File: src/rtl/fxq_pkg.sv
package fxq_pkg;

    typedef enum logic [2:0] {
        RND_FLOOR = 3'd0,
        RND_CEIL  = 3'd1,
        RND_CONV  = 3'd2,
        RND_NEAR  = 3'd3,
        RND_AWAY  = 3'd4,
        RND_ZERO  = 3'd5
    } rnd_mode_e;

endpackage

File: src/rtl/fxq_round.sv
// Removes DROP fractional bits with a selectable rule; the result is one
// bit wider than the kept part so that the increment never overflows.
module fxq_round
    import fxq_pkg::*;
#(
    parameter int IN_W = 24,
    parameter int DROP = 8
) (
    input  logic [IN_W-1:0]    din,
    input  logic [2:0]         mode,
    output logic [IN_W-DROP:0] dout
);

    localparam int KEEP = IN_W - DROP;

    logic [KEEP-1:0] base;
    logic            half;
    logic            rest;
    logic            any_frac;
    logic            neg;
    logic            inc;

    assign base = din[IN_W-1:DROP];
    assign half = din[DROP-1];
    assign neg  = din[IN_W-1];

    generate
        if (DROP >= 2) begin : g_rest
            assign rest = |din[DROP-2:0];
        end else begin : g_norest
            assign rest = 1'b0;
        end
    endgenerate

    assign any_frac = half | rest;

    always_comb begin
        case (mode)
            RND_CEIL: inc = any_frac;
            RND_CONV: inc = half & (rest | base[0]);
            RND_NEAR: inc = half;
            RND_AWAY: inc = half & (rest | ~neg);
            RND_ZERO: inc = neg & any_frac;
            default:  inc = 1'b0;
        endcase
    end

    assign dout = {base[KEEP-1], base} + {{KEEP{1'b0}}, inc};

endmodule

File: src/rtl/fxq_clamp.sv
// Narrows a signed value to OUT_W bits by wrap-around or saturation.
module fxq_clamp #(
    parameter int RW    = 17,
    parameter int OUT_W = 12
) (
    input  logic [RW-1:0]    din,
    input  logic             sat_en,
    output logic [OUT_W-1:0] dout
);

    localparam logic [OUT_W-1:0] POS_MAX = {1'b0, {(OUT_W-1){1'b1}}};
    localparam logic [OUT_W-1:0] NEG_MAX = {1'b1, {(OUT_W-1){1'b0}}};

    generate
        if (RW > OUT_W) begin : g_narrow
            logic [RW-OUT_W:0] upper;
            logic              ovf;
            assign upper = din[RW-1:OUT_W-1];
            assign ovf   = ~((&upper) | ~(|upper));
            always_comb begin
                if (sat_en && ovf) begin
                    dout = din[RW-1] ? NEG_MAX : POS_MAX;
                end else begin
                    dout = din[OUT_W-1:0];
                end
            end
        end else begin : g_pass
            logic sat_unused;
            assign sat_unused = sat_en;
            assign dout       = din[OUT_W-1:0];
        end
    endgenerate

endmodule

File: src/rtl/fxp_out_quant.sv
// Output quantizer: round, then wrap or saturate, then one register stage.
module fxp_out_quant
    import fxq_pkg::*;
#(
    parameter int IN_W  = 24,
    parameter int DROP  = 8,
    parameter int OUT_W = 12
) (
    input  logic             clk,
    input  logic             rst_n,
    input  logic [IN_W-1:0]  in_data,
    input  logic             in_valid,
    input  logic [2:0]       round_sel,
    input  logic             sat_en,
    output logic [OUT_W-1:0] out_data,
    output logic             out_valid
);

    localparam int RW = IN_W - DROP + 1;

    typedef struct packed {
        logic             vld;
        logic [OUT_W-1:0] dat;
    } stage_t;

    stage_t           st_d;
    stage_t           st_q;
    logic [RW-1:0]    rnd_val;
    logic [OUT_W-1:0] nar_val;

    fxq_round #(
        .IN_W (IN_W),
        .DROP (DROP)
    ) u_round (
        .din  (in_data),
        .mode (round_sel),
        .dout (rnd_val)
    );

    fxq_clamp #(
        .RW    (RW),
        .OUT_W (OUT_W)
    ) u_clamp (
        .din    (rnd_val),
        .sat_en (sat_en),
        .dout   (nar_val)
    );

    always_comb begin
        st_d     = st_q;
        st_d.vld = in_valid;
        if (in_valid) begin
            st_d.dat = nar_val;
        end
    end

    always_ff @(posedge clk or negedge rst_n) begin
        if (!rst_n) begin
            st_q <= '0;
        end else begin
            st_q <= st_d;
        end
    end

    assign out_data  = st_q.dat;
    assign out_valid = st_q.vld;

endmodule

File: config.mk
export PLATFORM = sky130hd
export DESIGN_NAME = fxp_out_quant
export DESIGN_NICKNAME = d
export VERILOG_FILES = /design/src/rtl/fxq_pkg.sv /design/src/rtl/fxq_round.sv /design/src/rtl/fxq_clamp.sv /design/src/rtl/fxp_out_quant.sv
export SDC_FILE = /design/constraint.sdc
export NUM_CORES = 1
export LEC_CHECK = 0
export BUFFER_PORTS_ARGS = -buffer_cell sky130_fd_sc_hd__buf_4
export CAP_MARGIN = 15
export CORE_UTILIZATION = 53
export DETAILED_ROUTE_END_ITERATION = 10
export GPL_TIMING_DRIVEN = 0
export PLACE_DENSITY = 0.89
export SETUP_SLACK_MARGIN = 0.4
export SLEW_MARGIN = 10
export SYNTH_ARGS = -nofsm -noshare
export SYNTH_HDL_FRONTEND = slang
export SYNTH_HIERARCHICAL = 1
export SYNTH_SLANG_ARGS = --single-unit
export TNS_END_PERCENT = 5
File: constraint.sdc
create_clock -name clk -period 1.6 [get_ports clk]
set_input_delay 0.32 -clock clk [delete_from_list [all_inputs] [get_ports clk]]
set_output_delay 0.32 -clock clk [all_outputs]
set_load 0.005 [all_outputs]
; ---- After elaboration in Yosys (flattened, before gate mapping)
; Cells that the tools add are included.
[totals]
register_bits = 13
inputBits = 31
wordCells = 25
[classes]
n_addsub = 1
n_eq_ne = 5
muxes = 3
bitwise_logic = 10
reduce_logical = 4
[op_table]
columns = cell, count
row1 = two-way mux 12 bit, 2
row2 = adder 16 x 2 -> 17 bit, 1
row3 = OR reduction 7 bit, 1
row4 = equality test 3 x 2 -> 1 bit (second input constant), 2
row5 = equality test 3 bit (second input constant), 2
row6 = AND reduction 6 bit, 1
row7 = OR reduction 6 bit, 1
row8 = case mux 1 bit (5 select lines), 1
row9 = bitwise OR 1 bit, 4
row10 = bitwise AND 1 bit, 3
row11 = equality test 3 x 1 -> 1 bit (second input constant), 1
row12 = NOT 1 bit, 3
row13 = logical AND 1 bit, 1

; ---- Logic depth before layout (Yosys ltp)
[logic_depth]
ltp_word = 11
ltp_mapped = 12
ltp_nobuf = 11

; ---- Hierarchy
; Netlist, hierarchy kept.
[modules_own_cells]
columns = module, instances, cells_each, area_per_inst_um2, seq_area_each_um2
row1 = fxp_out_quant, 1, 26, 509.2, 325.3
row2 = fxq_round, 1, 56, 434.2, 0.0
row3 = fxq_clamp, 1, 34, 259.0, 0.0

; ---- Worst setup path before layout
; No wires, ideal clock.
[synth_path]
path_type = in2reg
startpoint = input in_data[23]
endpoint = register st_q, in the netlist out_data[9]
t_arrival_ps = 2745
required_ps = 1475
slack_ps = -1269
stages = 12
path_buffers = 1
path_cell_list = or4b_1 o211ai_1 o2bb2ai_1 ha_1 nand3_4 nor4_4 xor2_1 nand4_1 nor2_1 buf_4 a211o_2 mux2_2
[synth_via]
elab_chain_len = 11
word_cells_on_any_way = 14
classes_between = 1 x add/sub / 3 x mux / 7 x bitwise / 3 x reduce/logical
[synth_lines]
columns = element, line_no
row1 = "start, declared", fxp_out_quant.sv:11  ; input logic [IN_W-1:0] in_data,
row2 = NOT 1 bit, fxq_round.sv:42  ; RND_AWAY: inc = half & (rest | ~neg);
row3 = bitwise OR 1 bit, fxq_round.sv:42
row4 = bitwise AND 1 bit, fxq_round.sv:42
row5 = case mux 1 bit (5 select lines), fxq_round.sv:38  ; case (mode)
row6 = adder 16 x 2 -> 17 bit *, fxq_round.sv:48  ; assign dout = {base[KEEP-1], base} + {{KEEP{1'b0}}, inc};
row7 = via rnd_val[15], fxp_out_quant.sv:28  ; logic [RW-1:0] rnd_val;
row8 = OR reduction 6 bit, fxq_clamp.sv:19  ; assign ovf = ~((&upper) | ~(|upper));
row9 = NOT 1 bit, fxq_clamp.sv:19
row10 = bitwise OR 1 bit *, fxq_clamp.sv:19
row11 = NOT 1 bit *, fxq_clamp.sv:19
row12 = logical AND 1 bit *, fxq_clamp.sv:21  ; if (sat_en && ovf) begin
row13 = two-way mux 12 bit *, fxq_clamp.sv:21
row14 = via nar_val[9], fxp_out_quant.sv:29  ; logic [OUT_W-1:0] nar_val;
row15 = "end signal, assigned", fxp_out_quant.sv:61  ; st_q <= st_d;
row16 = "end, declared", fxp_out_quant.sv:27  ; stage_t st_q;
; Mark *: on every way through the listed nets, which the timed path passes. The rest lies on a longest branch.
; A chain may end at the register's enable or synchronous reset.

; ---- Worst setup path after layout
[layout_path]
startpoint = input in_data[2]
endpoint = register st_q, in the netlist out_data[8]
[layout_via]
elab_chain_len = 11
word_cells_on_any_way = 17
classes_between = 1 x add/sub / 3 x mux / 9 x bitwise / 4 x reduce/logical
[layout_lines]
columns = element, line_no
row1 = OR reduction 7 bit *, fxq_round.sv:29  ; assign rest = |din[DROP-2:0];
row2 = bitwise OR 1 bit (on tied branches), "fxq_round.sv:35, fxq_round.sv:40, fxq_round.sv:42"
row3 = bitwise AND 1 bit (on tied branches), "fxq_round.sv:43, fxq_round.sv:40, fxq_round.sv:42"
row4 = case mux 1 bit (5 select lines) *, fxq_round.sv:38
row5 = adder 16 x 2 -> 17 bit *, fxq_round.sv:48
row6 = via rnd_val[11], fxp_out_quant.sv:28
row7 = OR reduction 6 bit, fxq_clamp.sv:19
row8 = NOT 1 bit, fxq_clamp.sv:19
row9 = bitwise OR 1 bit *, fxq_clamp.sv:19
row10 = NOT 1 bit *, fxq_clamp.sv:19
row11 = logical AND 1 bit *, fxq_clamp.sv:21
row12 = two-way mux 12 bit *, fxq_clamp.sv:21
row13 = via nar_val[8], fxp_out_quant.sv:29
; Marks and branches as above.

==> qor.yml <==
status: "finished with violations"
violations: "negative setup slack"
crit_type: "primary input to register"
end_kind: "register"
cp_top_family: "simple AND/OR/NAND/NOR gates"
period_needed_ns: 2.852
ys_top_cells_by_area: "dfrtp_1 27%, mux2_4 12%, a211o_1 7.3%, xor2_1 7.3%, a21boi_0 6.9%"
p_per_area_nw_per_um2: 595.5
crit_path_cell_trace: "buf_4 -> or4_1 -> nor4_1 -> o2bb2ai_2 -> ha_2 -> nand3_4 -> buf_4 -> nor3_4 -> xnor2_2 -> nand2_1 -> nor2_1 -> buf_4 -> a211o_1 -> mux2_4"
drive_gt1_share_pct: 50.00
coreArea_um2: 2042
critPathBufInv: 3
clk_pin_slew_ns: 0.07
via_per_inst: 5.949
start_util_pct: 58.88
cts_buffers: 3
crit_slowest_cell: "or4_1"
finalClockSkew_ns: 0
fp.dieH_um: 49.63
grt_pass1_wl_um: 5451
fin_tns_setup_ns: -14.43
grt_usage_pct: 29.31
finish.utilization_pct: 84.80
die_x_um: 49.63
cp.arrival_ns: 3.01
post-place-ws_ns: -1.506
final_nets: 204
seq_area_frac_synth_pct: 27.06
vias: 1172
synth_top_area_share_pct: 27.06
drtIter0Drc: 22
wl_um: 3437
rows: 16
grt_pass1_vias: 1179
crit_fanout: 10
dp.cells: 186
grt_antenna_before_repair: 0
rsz0062_at_grt: "yes"
gr-total-overflow: 0
grt_max_degree: 14
wl_per_cell_um: 17.45
fp.dieArea_um2: 2463
final_cells: 197
vdd_drop_max_uv: 786.7
cts_tree: "built"
ys_ff_latch: 13
required_ns: 1.76
hpwlAfterDp_um: 2396
fmax_mhz: 350.7
synth_area_um2: 1202
ctsHtreeMaxLevel: 1
diodes: 0
postSynthAreaPerCell_um2: 10.37
tightest_slew_ns: 0.5363
yosysUniqueCellTypes: 35
antenna_left: 0
place_congestion: 0.8270
numPortBuffers: 43
cpPeakStageDelay_ns: 0.55
insertion_delay_ns: 0.27
drv_slew: 0
hold_violations: 0
root_buffer: "clkbuf_4"
drc: 0
cap_violations: 0
setup_viol: 12
p_leak_nw: 0.8418
worstSetupStartpointType: "primary input"
yosysWarnings: 6
ios: 44
cts_buffer_depth: 2
cp_common_cell: "buf_4"
syn2layout_area_growth_pct: 44.02
firstDrtPassIters: 4
netlist.top_cell.by_area: "dfrtp_1"
synthCells: 116
min_path_type: "primary input to register"
max-slew-margin-rel_pct: 64.14
clkSinkCount: 13
setup_ws_ns: -1.252
syn-num-nets: 149
period_share_pct: 178.2
==> layout make-up <==
type,count,area (um^2)
Multi-Input combinational cell,95,899.6
Timing Repair Buffer,50,385.4
Sequential cell,13,325.3
Fill cell,110,310.3
Buffer,5,50.05
Tap cell,27,33.78
Clock buffer,4,26.28
Inverter,3,11.26
==> final timing paths <==
check	cells past startpoint	from	slack (ns)	to
max	14	in_data[2]	-1.25	out_data[8]
max in group asynchronous	2	rst_n	0.98	out_data[9]
min reg2reg	1	out_data[3]	0.52	out_data[3]
min	1	in_valid	0.21	out_valid
max reg2reg	1	out_data[8]	0.80	out_data[8]
min in group asynchronous	2	rst_n	0.46	out_data[2]
==> power by group <==
group          total, mW  internal [mW]  switching, mW  leakage, nW
clock              0.197         0.0966          0.101       0.0150
combinational      0.431          0.254          0.177        0.677
sequential         0.403          0.374         0.0289        0.150
total               1.03          0.725          0.307        0.842
==> timing repair <==
action,CTS,global route
endpoints found under the setup margin,12,12
hold buffers,1,0
pin swaps,2,2
resized for setup,8,4
setup buffers,3,3
hold endpoints to repair,13,0
==> cell usage in the layout (no fill, tap or decap), drive strengths merged <==
master	count
buf	54
mux2	13
dfrtp	13
a21boi	11
a211o	11
xor2	10
nand2	6
xnor2	6
nand4	5
nor4	5
nor3	5
nor2	4
clkbuf	4
nand3	4
inv	3
nand2b	2
a21oi	2
nor2b	2
ha	2
dlygate4sd3	1
or4b	1
nand3b	1
o211ai	1
a32oi	1
or4	1
o2bb2ai	1
and3	1
==> sequential cells by signal, summed over array words and instances (netlist names) <==
name and cells:
out_valid 1, out_data 12
==> cells by family (layout without fill, tap and decap cells) <==
kind of cell,after synthesis,in the layout,synth area share [%]
multiplexers,13,13,15.30
buffers and inverters,8,62,4.266
AO/OA/AOI/OAI,27,27,17.90
adder cells (fa/ha/maj),2,2,2.081
flip-flops,13,13,27.05
XOR/XNOR,16,16,11.65
AND/OR/NAND/NOR,37,37,21.75
==> layer usage <==
metal,vias to the layer above,track usage (%),share of wire (%)
li1,549,-,-
met1,573,34.48,39
met2,48,53.38,55
met3,2,8.025,6.0
met4,0,4.286,0.52
met5,-,0,0
==> Yosys cell counts, drive strengths merged <==
master and count:
dfrtp 13, nor2b 2, ha 2, inv 3, xor2 10, nand2 6
xnor2 6, nand2b 2, or4b 1, a211o 11, a21boi 11, o2bb2ai 1
nor2 4, nand4 5, buf 4, or4 1, nor4 5, nand3 4
and3 1, mux2 13, clkbuf 1, nor3 5, nand3b 1, a32oi 1
a21oi 2, o211ai 1
==> per-stage QoR <==
step	power (mW)	hold slack, ns	area (um^2)
2_1_floorplan	0.6055	0.02441	1240
3_3_place_gp	0.7847	0.1662	1597
3_5_place_dp	0.8038	0.1739	1597
4_1_cts	1.017	0.2017	1688
5_1_grt	1.090	0.1908	1732
6_report	1.031	0.2074	1732
Power figures use the tool's default switching activity.
